===== src/rtl/aud_tx_pkg.sv =====
`timescale 1ns/1ps
package aud_tx_pkg;
  localparam int NCH = 2;

  // word length code to bit count: 0->8, 1->16, 2->24, 3->32
  function automatic int wlen_bits(input logic [1:0] code);
    return (int'(code) + 1) * 8;
  endfunction
endpackage


===== src/rtl/aud_slot_timer.sv =====
`timescale 1ns/1ps
module aud_slot_timer #(
  parameter  int NSLOT = 32,
  parameter  int DW    = 32,
  localparam int SW    = (NSLOT > 1) ? $clog2(NSLOT) : 1,
  localparam int BW    = $clog2(DW + 1)
) (
  input  logic          clk,
  input  logic          rst_n,
  input  logic          tick,
  input  logic          tx_en,
  input  logic          net_mode,
  input  logic          dual_ch,
  input  logic [SW-1:0] slot_last,
  input  logic [BW-1:0] wbits,
  output logic          run,
  output logic [SW-1:0] slot_idx,
  output logic          load,
  output logic [SW-1:0] load_slot
);
  logic          run_q, run_d;
  logic [BW-1:0] bit_q, bit_d;
  logic [SW-1:0] slot_q, slot_d, last_eff, nxt;
  logic          bnd;

  always_comb begin
    last_eff = net_mode ? slot_last : SW'(dual_ch);
    bnd      = tick && tx_en && (!run_q || (bit_q == wbits - BW'(1)));
    nxt      = (!run_q || (slot_q >= last_eff)) ? '0 : slot_q + SW'(1);
    run_d    = run_q;
    bit_d    = bit_q;
    slot_d   = slot_q;
    if (!tx_en) begin
      run_d  = 1'b0;
      bit_d  = '0;
      slot_d = '0;
    end else if (bnd) begin
      run_d  = 1'b1;
      bit_d  = '0;
      slot_d = nxt;
    end else if (tick && run_q) begin
      bit_d  = bit_q + BW'(1);
    end
  end

  always_ff @(posedge clk or negedge rst_n) begin
    if (!rst_n) begin
      run_q  <= 1'b0;
      bit_q  <= '0;
      slot_q <= '0;
    end else begin
      run_q  <= run_d;
      bit_q  <= bit_d;
      slot_q <= slot_d;
    end
  end

  assign run       = run_q;
  assign slot_idx  = slot_q;
  assign load      = bnd;
  assign load_slot = nxt;
endmodule


===== src/rtl/aud_hold_bank.sv =====
`timescale 1ns/1ps
module aud_hold_bank #(
  parameter int DW  = 32,
  parameter int NCH = 2
) (
  input  logic                    clk,
  input  logic                    rst_n,
  input  logic [NCH-1:0]          wr,
  input  logic [DW-1:0]           wdata,
  input  logic [NCH-1:0]          take,
  output logic [NCH-1:0]          full,
  output logic [NCH-1:0][DW-1:0]  data
);
  for (genvar c = 0; c < NCH; c++) begin : g_ch
    logic          full_q, full_d;
    logic [DW-1:0] data_q;

    always_comb full_d = wr[c] | (full_q & ~take[c]);

    always_ff @(posedge clk or negedge rst_n) begin
      if (!rst_n) begin
        full_q <= 1'b0;
        data_q <= '0;
      end else begin
        full_q <= full_d;
        if (wr[c]) data_q <= wdata;
      end
    end

    assign full[c] = full_q;
    assign data[c] = data_q;
  end
endmodule


===== src/rtl/aud_tx_shifter.sv =====
`timescale 1ns/1ps
module aud_tx_shifter #(
  parameter  int DW = 32,
  localparam int BW = $clog2(DW + 1)
) (
  input  logic          clk,
  input  logic          rst_n,
  input  logic          tx_en,
  input  logic          tick,
  input  logic          run,
  input  logic          load,
  input  logic          load_act,
  input  logic          use_new,
  input  logic [DW-1:0] new_word,
  input  logic [BW-1:0] wbits,
  output logic          sdo,
  output logic          oe
);
  logic [DW-1:0] sreg_q, sreg_d, last_q, last_d, word;
  logic          oe_q, oe_d;

  always_comb begin
    word   = use_new ? new_word : last_q;
    sreg_d = sreg_q;
    last_d = last_q;
    oe_d   = oe_q;
    if (!tx_en) begin
      oe_d = 1'b0;
    end else if (load) begin
      oe_d = load_act;
      if (load_act) begin
        sreg_d = word << (DW - int'(wbits));
        last_d = word;
      end
    end else if (tick && run) begin
      sreg_d = sreg_q << 1;
    end
  end

  always_ff @(posedge clk or negedge rst_n) begin
    if (!rst_n) begin
      sreg_q <= '0;
      last_q <= '0;
      oe_q   <= 1'b0;
    end else begin
      sreg_q <= sreg_d;
      last_q <= last_d;
      oe_q   <= oe_d;
    end
  end

  assign oe  = oe_q;
  assign sdo = oe_q & sreg_q[DW-1];
endmodule


===== src/rtl/aud_tx_status.sv =====
`timescale 1ns/1ps
module aud_tx_status #(
  parameter int NCH = 2
) (
  input  logic           clk,
  input  logic           rst_n,
  input  logic [NCH-1:0] und_set,
  input  logic           clr_wr,
  input  logic [NCH-1:0] clr_bits,
  input  logic           fs_flag,
  input  logic           irq_en,
  input  logic [NCH-1:0] und_ie,
  input  logic           fs_ie,
  output logic [NCH-1:0] und_flag,
  output logic           irq
);
  logic [NCH-1:0] und_q, und_d;

  always_comb und_d = (und_q & ~(clr_wr ? clr_bits : '0)) | und_set;

  always_ff @(posedge clk or negedge rst_n) begin
    if (!rst_n) und_q <= '0;
    else        und_q <= und_d;
  end

  assign und_flag = und_q;
  assign irq      = irq_en & ((|(und_q & und_ie)) | (fs_flag & fs_ie));
endmodule


===== src/rtl/aud_tx_slot_ctrl.sv =====
`timescale 1ns/1ps
module aud_tx_slot_ctrl
  import aud_tx_pkg::*;
#(
  parameter  int DW    = 32,
  parameter  int NSLOT = 32,
  localparam int SW    = (NSLOT > 1) ? $clog2(NSLOT) : 1,
  localparam int BW    = $clog2(DW + 1)
) (
  input  logic             clk,
  input  logic             rst_n,
  input  logic             bclk_tick,
  input  logic             tx_en,
  input  logic             net_mode,
  input  logic             dual_ch,
  input  logic [1:0]       word_len,
  input  logic [SW-1:0]    slot_last,
  input  logic [NSLOT-1:0] slot_mask,
  input  logic [NCH-1:0]   hold_wr,
  input  logic [DW-1:0]    hold_wdata,
  input  logic             st_clr_wr,
  input  logic [NCH-1:0]   st_clr_bits,
  input  logic             irq_en,
  input  logic [NCH-1:0]   und_ie,
  input  logic             fs_ie,
  output logic             sdo,
  output logic             sdo_oe,
  output logic             fs_flag,
  output logic [NCH-1:0]   und_flag,
  output logic [NCH-1:0]   hold_empty,
  output logic             irq
);
  // reset: asserted asynchronously, released through two flops
  logic [1:0] rst_sync;
  logic       rst_i;
  always_ff @(posedge clk or negedge rst_n) begin
    if (!rst_n) rst_sync <= 2'b00;
    else        rst_sync <= {rst_sync[0], 1'b1};
  end
  assign rst_i = rst_sync[1];

  logic [BW-1:0]         wbits;
  logic                  run, load, load_act, load_ch, use_new;
  logic [SW-1:0]         slot_idx, load_slot;
  logic [NCH-1:0]        hold_full, take, und_set;
  logic [NCH-1:0][DW-1:0] hold_data;

  assign wbits = BW'(wlen_bits(word_len));

  aud_slot_timer #(.NSLOT(NSLOT), .DW(DW)) u_timer (
    .clk(clk), .rst_n(rst_i), .tick(bclk_tick), .tx_en(tx_en),
    .net_mode(net_mode), .dual_ch(dual_ch), .slot_last(slot_last),
    .wbits(wbits), .run(run), .slot_idx(slot_idx), .load(load),
    .load_slot(load_slot)
  );

  // slot activity and channel choice at the boundary
  assign load_act = load && !(net_mode && slot_mask[load_slot]);
  assign load_ch  = dual_ch & load_slot[0];

  for (genvar c = 0; c < NCH; c++) begin : g_sel
    logic hit;
    assign hit        = load_act && (load_ch == 1'(c));
    assign take[c]    = hit & hold_full[c];
    assign und_set[c] = hit & ~hold_full[c] & ((c == 0) || dual_ch);
  end

  assign use_new = hold_full[load_ch];

  aud_hold_bank #(.DW(DW), .NCH(NCH)) u_hold (
    .clk(clk), .rst_n(rst_i), .wr(hold_wr), .wdata(hold_wdata),
    .take(take), .full(hold_full), .data(hold_data)
  );

  aud_tx_shifter #(.DW(DW)) u_shift (
    .clk(clk), .rst_n(rst_i), .tx_en(tx_en), .tick(bclk_tick), .run(run),
    .load(load), .load_act(load_act), .use_new(use_new),
    .new_word(hold_data[load_ch]), .wbits(wbits), .sdo(sdo), .oe(sdo_oe)
  );

  assign fs_flag = run && (slot_idx == '0);

  aud_tx_status #(.NCH(NCH)) u_stat (
    .clk(clk), .rst_n(rst_i), .und_set(und_set), .clr_wr(st_clr_wr),
    .clr_bits(st_clr_bits), .fs_flag(fs_flag), .irq_en(irq_en),
    .und_ie(und_ie), .fs_ie(fs_ie), .und_flag(und_flag), .irq(irq)
  );

  assign hold_empty = ~hold_full;
endmodule


===== config.mk =====
export PLATFORM = sky130hd
export DESIGN_NAME = aud_tx_slot_ctrl
export DESIGN_NICKNAME = d
export VERILOG_FILES = /design/src/rtl/aud_tx_pkg.sv /design/src/rtl/aud_slot_timer.sv /design/src/rtl/aud_hold_bank.sv /design/src/rtl/aud_tx_shifter.sv /design/src/rtl/aud_tx_status.sv /design/src/rtl/aud_tx_slot_ctrl.sv
export SDC_FILE = /design/constraint.sdc
export NUM_CORES = 1
export LEC_CHECK = 0
export CORE_ASPECT_RATIO = 1.1
export CORE_MARGIN = 3
export CORE_UTILIZATION = 56
export CTS_CLUSTER_SIZE = 10
export DETAILED_ROUTE_END_ITERATION = 7
export PLACE_DENSITY = 0.8
export RECOVER_POWER = 50
export SLEW_MARGIN = 20
export SYNTH_ARGS = -nofsm -noshare
export SYNTH_HDL_FRONTEND = slang
export SYNTH_SLANG_ARGS = --single-unit

===== constraint.sdc =====
create_clock -name clk -period 4.91 [get_ports clk]
set_input_delay 0.491 -clock clk [delete_from_list [all_inputs] [get_ports clk]]
set_output_delay 0.491 -clock clk [all_outputs]
set_load 0.005 [all_outputs]

==> impl_metrics.sql <==
INSERT INTO impl_metrics (metric_group, metric, value, unit) VALUES
('clocking', 'cts_hold_buffers', '0', ''),
('yosys', 'synth_edf_count', '0', ''),
('floorplan', 'num_rows', '44', ''),
('routing', 'drt_drc_violations_left', '0', ''),
('floorplan', 'coreArea', '0.0134', 'mm2'),
('clocking', 'cts_max_path_buffers', '2', ''),
('timing', 'rsz0062_at_grt', 'no', ''),
('power', 'power.density_cell_area', '400', 'mW/mm2'),
('critical_path', 'kind_of_cell_adding_the_most_delay_to_the_critical_path', 'compound AO/OA/AOI/OAI gates', ''),
('timing', 'final_period_util', '0.802', ''),
('routing', 'detail_route.iter0.violations', '574', ''),
('power', 'p_sw_frac', '0.285', ''),
('timing', 'finClkSkew', '0.00750', 'ns'),
('clocking', 'clk-insertion-delay-late', '0.41', 'ns'),
('timing', 'setup_viol', '0', ''),
('critical_path', 'cp_data_required_time', '5.18', 'ns'),
('timing', 'fmaxAchievable', '254', 'MHz'),
('placement', 'io_buffer_count', '93', ''),
('critical_path', 'endpoint_kind', 'flip-flop', ''),
('power', 'power.leakage', '3.84', 'nW'),
('yosys', 'synth_top_cells_by_area', 'dfrtp_1, mux2_2, a21oi_1', ''),
('power', 'power.clock.fraction', '0.354', ''),
('critical_path', 'crit_path_top_delay_cell', 'clkdlybuf4s50_1', ''),
('timing', 'min_hold_slack', '0.307', 'ns'),
('layout', 'layout.nets', '887', ''),
('global_routing', 'grt_pass1_wl', '34.3', 'mm'),
('global_routing', 'grtUsageTotal', '0.285', ''),
('global_routing', 'global_route.overflow_total', '0', ''),
('status', 'failed_checks', 'capacitance limit, slew limit', ''),
('placement', 'globalplace.congestion', '0.918', ''),
('critical_path', 'highest_cell_delay_on_the_worst_timing_path', '0.59', 'ns'),
('critical_path', 'timing.critical_path.arrival', '4.21', 'ns'),
('layout', 'register_area', '0.00368', 'mm2'),
('timing', 'relSlewSlack', '-0.677', ''),
('yosys', 'avgSynthCellArea', '11.0', 'um2'),
('routing', 'vias', '6225', ''),
('yosys', 'synth.ff_latch_count', '147', ''),
('clocking', 'post_cts_resize_count', '0', ''),
('critical_path', 'reg2reg_slack', '1.33', 'ns'),
('yosys', 'synthesis.yosys.warnings', '0', ''),
('clocking', 'cts_buf_count', '17', ''),
('timing', 'report.final.hold_viol_count', '0', ''),
('floorplan', 'die_w', '118', 'um'),
('floorplan', 'design.portCount', '94', ''),
('yosys', 'sequential_fraction_of_the_synthesis_area', '0.475', ''),
('clocking', 'tritoncts', 'built', ''),
('critical_path', 'critPathLaunchType', 'primary input', ''),
('power', 'comb_power_share', '0.218', ''),
('power', 'net-switching-power', '1.07', 'mW'),
('clocking', 'h-tree-depth', '4', ''),
('global_routing', 'antenna_found_initial', '0', ''),
('power', 'power.internal', '2.69', 'mW'),
('layout', 'layout-area-overhead-vs-synth', '21.6', '%'),
('timing', 'final-max-slew-violation-count', '135', ''),
('yosys', 'synth_top_area_cell', 'dfrtp_1', ''),
('status', 'run_status', 'finished with violations', ''),
('clocking', 'post-cts-setup-buffers', '0', ''),
('critical_path', 'timing.critical_path.cells', 'clkdlybuf4s50_1 -> mux2_2 -> ha_1 -> nor2b_1 -> o21ai_1 -> a21oi_1 -> a21o_1 -> o211a_1 -> a211oi_1 -> o21ba_2 -> buf_4 -> o221ai_1', ''),
('layout', 'multiInputGateArea', '0.00374', 'mm2'),
('routing', 'antenna_left', '0', ''),
('yosys', 'synth-async-reset-ratio', '1.00', ''),
('clocking', 'cts.root.buffer_cell', 'clkbuf_16', ''),
('job', 'drv_cap', '3', ''),
('routing', 'route.final.wire_length', '21.1', 'mm'),
('timing', 'tightest_slew', '2.51', 'ns'),
('yosys', 'netlist_area', '0.00774', 'mm2'),
('global_routing', 'grt_max_degree', '67', ''),
('routing', 'wl_per_cell', '21.4', 'um'),
('placement', 'place.detailed.hpwl', '14.8', 'mm'),
('timing', 'timing.final.crit_period', '3.94', 'ns'),
('yosys', 'synth_cells', '706', '');
placed cells by master, fill, tap and decap left out, drive strengths merged, types with 4 or more instances in the layout:
master,synthesis,final
mux2,104,104
clkinv,1,4
ha,10,10
nor2b,5,5
nor3,36,36
a211oi,9,9
inv,26,29
clkbuf,28,23
o22ai,25,25
mux2i,9,9
o221a,15,15
buf,15,13
a22oi,16,16
clkdlybuf4s50,0,89
and2,6,6
mux4,7,7
o221ai,9,9
xor2,6,6
nor2,44,44
xnor2,6,6
a21o,4,4
dlygate4sd3,0,4
nand3,7,7
or3,16,16
nand2b,4,4
o21ai,20,20
nand2,51,51
dfrtp,147,147
a21oi,39,39
layout make-up:
type,count,share of cell area
Timing Repair Buffer,109,0.112
Inverter,27,0.0108
Clock inverter,11,0.0159
Multi-Input combinational cell,489,0.398
Clock buffer,20,0.0485
Sequential cell,147,0.391
Tap cell,184,0.0245
stage by stage:
step | std cells | total power, mW | worst slack (ns) | area, um2 | util
CTS | 987 | 3.77 | 1.04 | 9430 | 0.705
global route | 987 | 3.93 | 0.863 | 9420 | 0.704
floorplan | 706 | 2.13 | 0.511 | 7740 | -
detailed placement | 956 | 2.43 | 0.635 | 8820 | 0.659
finish | 987 | 3.77 | 0.971 | 9420 | 0.704
global placement | 956 | 2.38 | 0.686 | 8820 | 0.659
path summary, 6_finish.rpt:
path | startpoint | cells past startpoint | endpoint
min in group clk | rst_sync[0] | 0 | rst_sync[1]
hold / removal | rst_n | 1 | rst_sync[0]
setup / recovery | net_mode | 12 | u_shift.sreg_q[8]
hold reg to reg | rst_sync[0] | 0 | rst_sync[1]
max in group asynchronous | rst_sync[1] | 1 | u_timer.slot_idx[4]
setup reg to reg | u_timer.slot_idx[0] | 11 | u_shift.sreg_q[8]
worst reg2reg max path, cell delays in order (launching register included):
cell and delay (ns):
dfrtp_1 0.41, buf_4 0.23, ha_1 0.28, xnor2_2 0.20, nor3_4 0.33, mux2_2 0.39
nor3_1 0.13, o21bai_1 0.15, a211oi_1 0.40, o21ba_2 0.48, buf_4 0.31, o221ai_1 0.14
routing by layer:
layer,global-route usage,share of wire,vias up
met3,0.0519,0.061,57
li1,-,-,2777
met4,0.143,0.042,0
met5,0,0,-
met1,0.344,0.40,3096
met2,0.494,0.50,295
cell usage after synthesis (all sizes together), types with 2 or more instances:
library cell and number:
o22ai 25, dfrtp 147, mux2i 9, nor3 36, and2 6, a22o 2
o221ai 9, xnor2 6, buf 15, or2 2, a31oi 2, ha 10
a211oi 9, clkbuf 28, nor2b 5, a21boi 2, xor2 6, nand4 3
nand3 7, o41ai 2, mux2 104, or3 16, a2111oi 3, nor2 44
a21oi 39, o211ai 2, o221a 15, o31ai 2, nand2 51, inv 26
a22oi 16, nand2b 4, mux4 7, o21a 3, nor4 2, o21ai 20
a21o 4
state kept, by name, indices dropped and copies added, names as in the netlist:
| name | count |
|---|---|
| u_hold.g_ch.data_q | 64 |
| u_stat.und_flag | 2 |
| u_timer.bit_q | 6 |
| u_hold.g_ch.full_q | 2 |
| rst_sync | 2 |
| u_shift.oe | 1 |
| u_shift.last_q | 32 |
| u_timer.run | 1 |
| u_shift.sreg_q | 32 |
| u_timer.slot_idx | 5 |
logic make-up after synthesis:
logic type | synth area share
AND/OR/NAND/NOR | 0.111
AO/OA/AOI/OAI | 0.158
flip-flops | 0.475
multiplexers | 0.183
buffers and inverters | 0.0412
XOR/XNOR | 0.0155
adder cells (fa/ha/maj) | 0.0162
other | 0.000484
power groups by stage:
stage	clock network [mW]	logic [mW]	registers (mW)
floorplan	0	0.549	1.59
global placement	0	0.773	1.60
detailed placement	0	0.806	1.62
CTS	1.34	0.817	1.61
global route	1.40	0.891	1.64
finish	1.33	0.820	1.61
(Power assumes the default switching activity.)
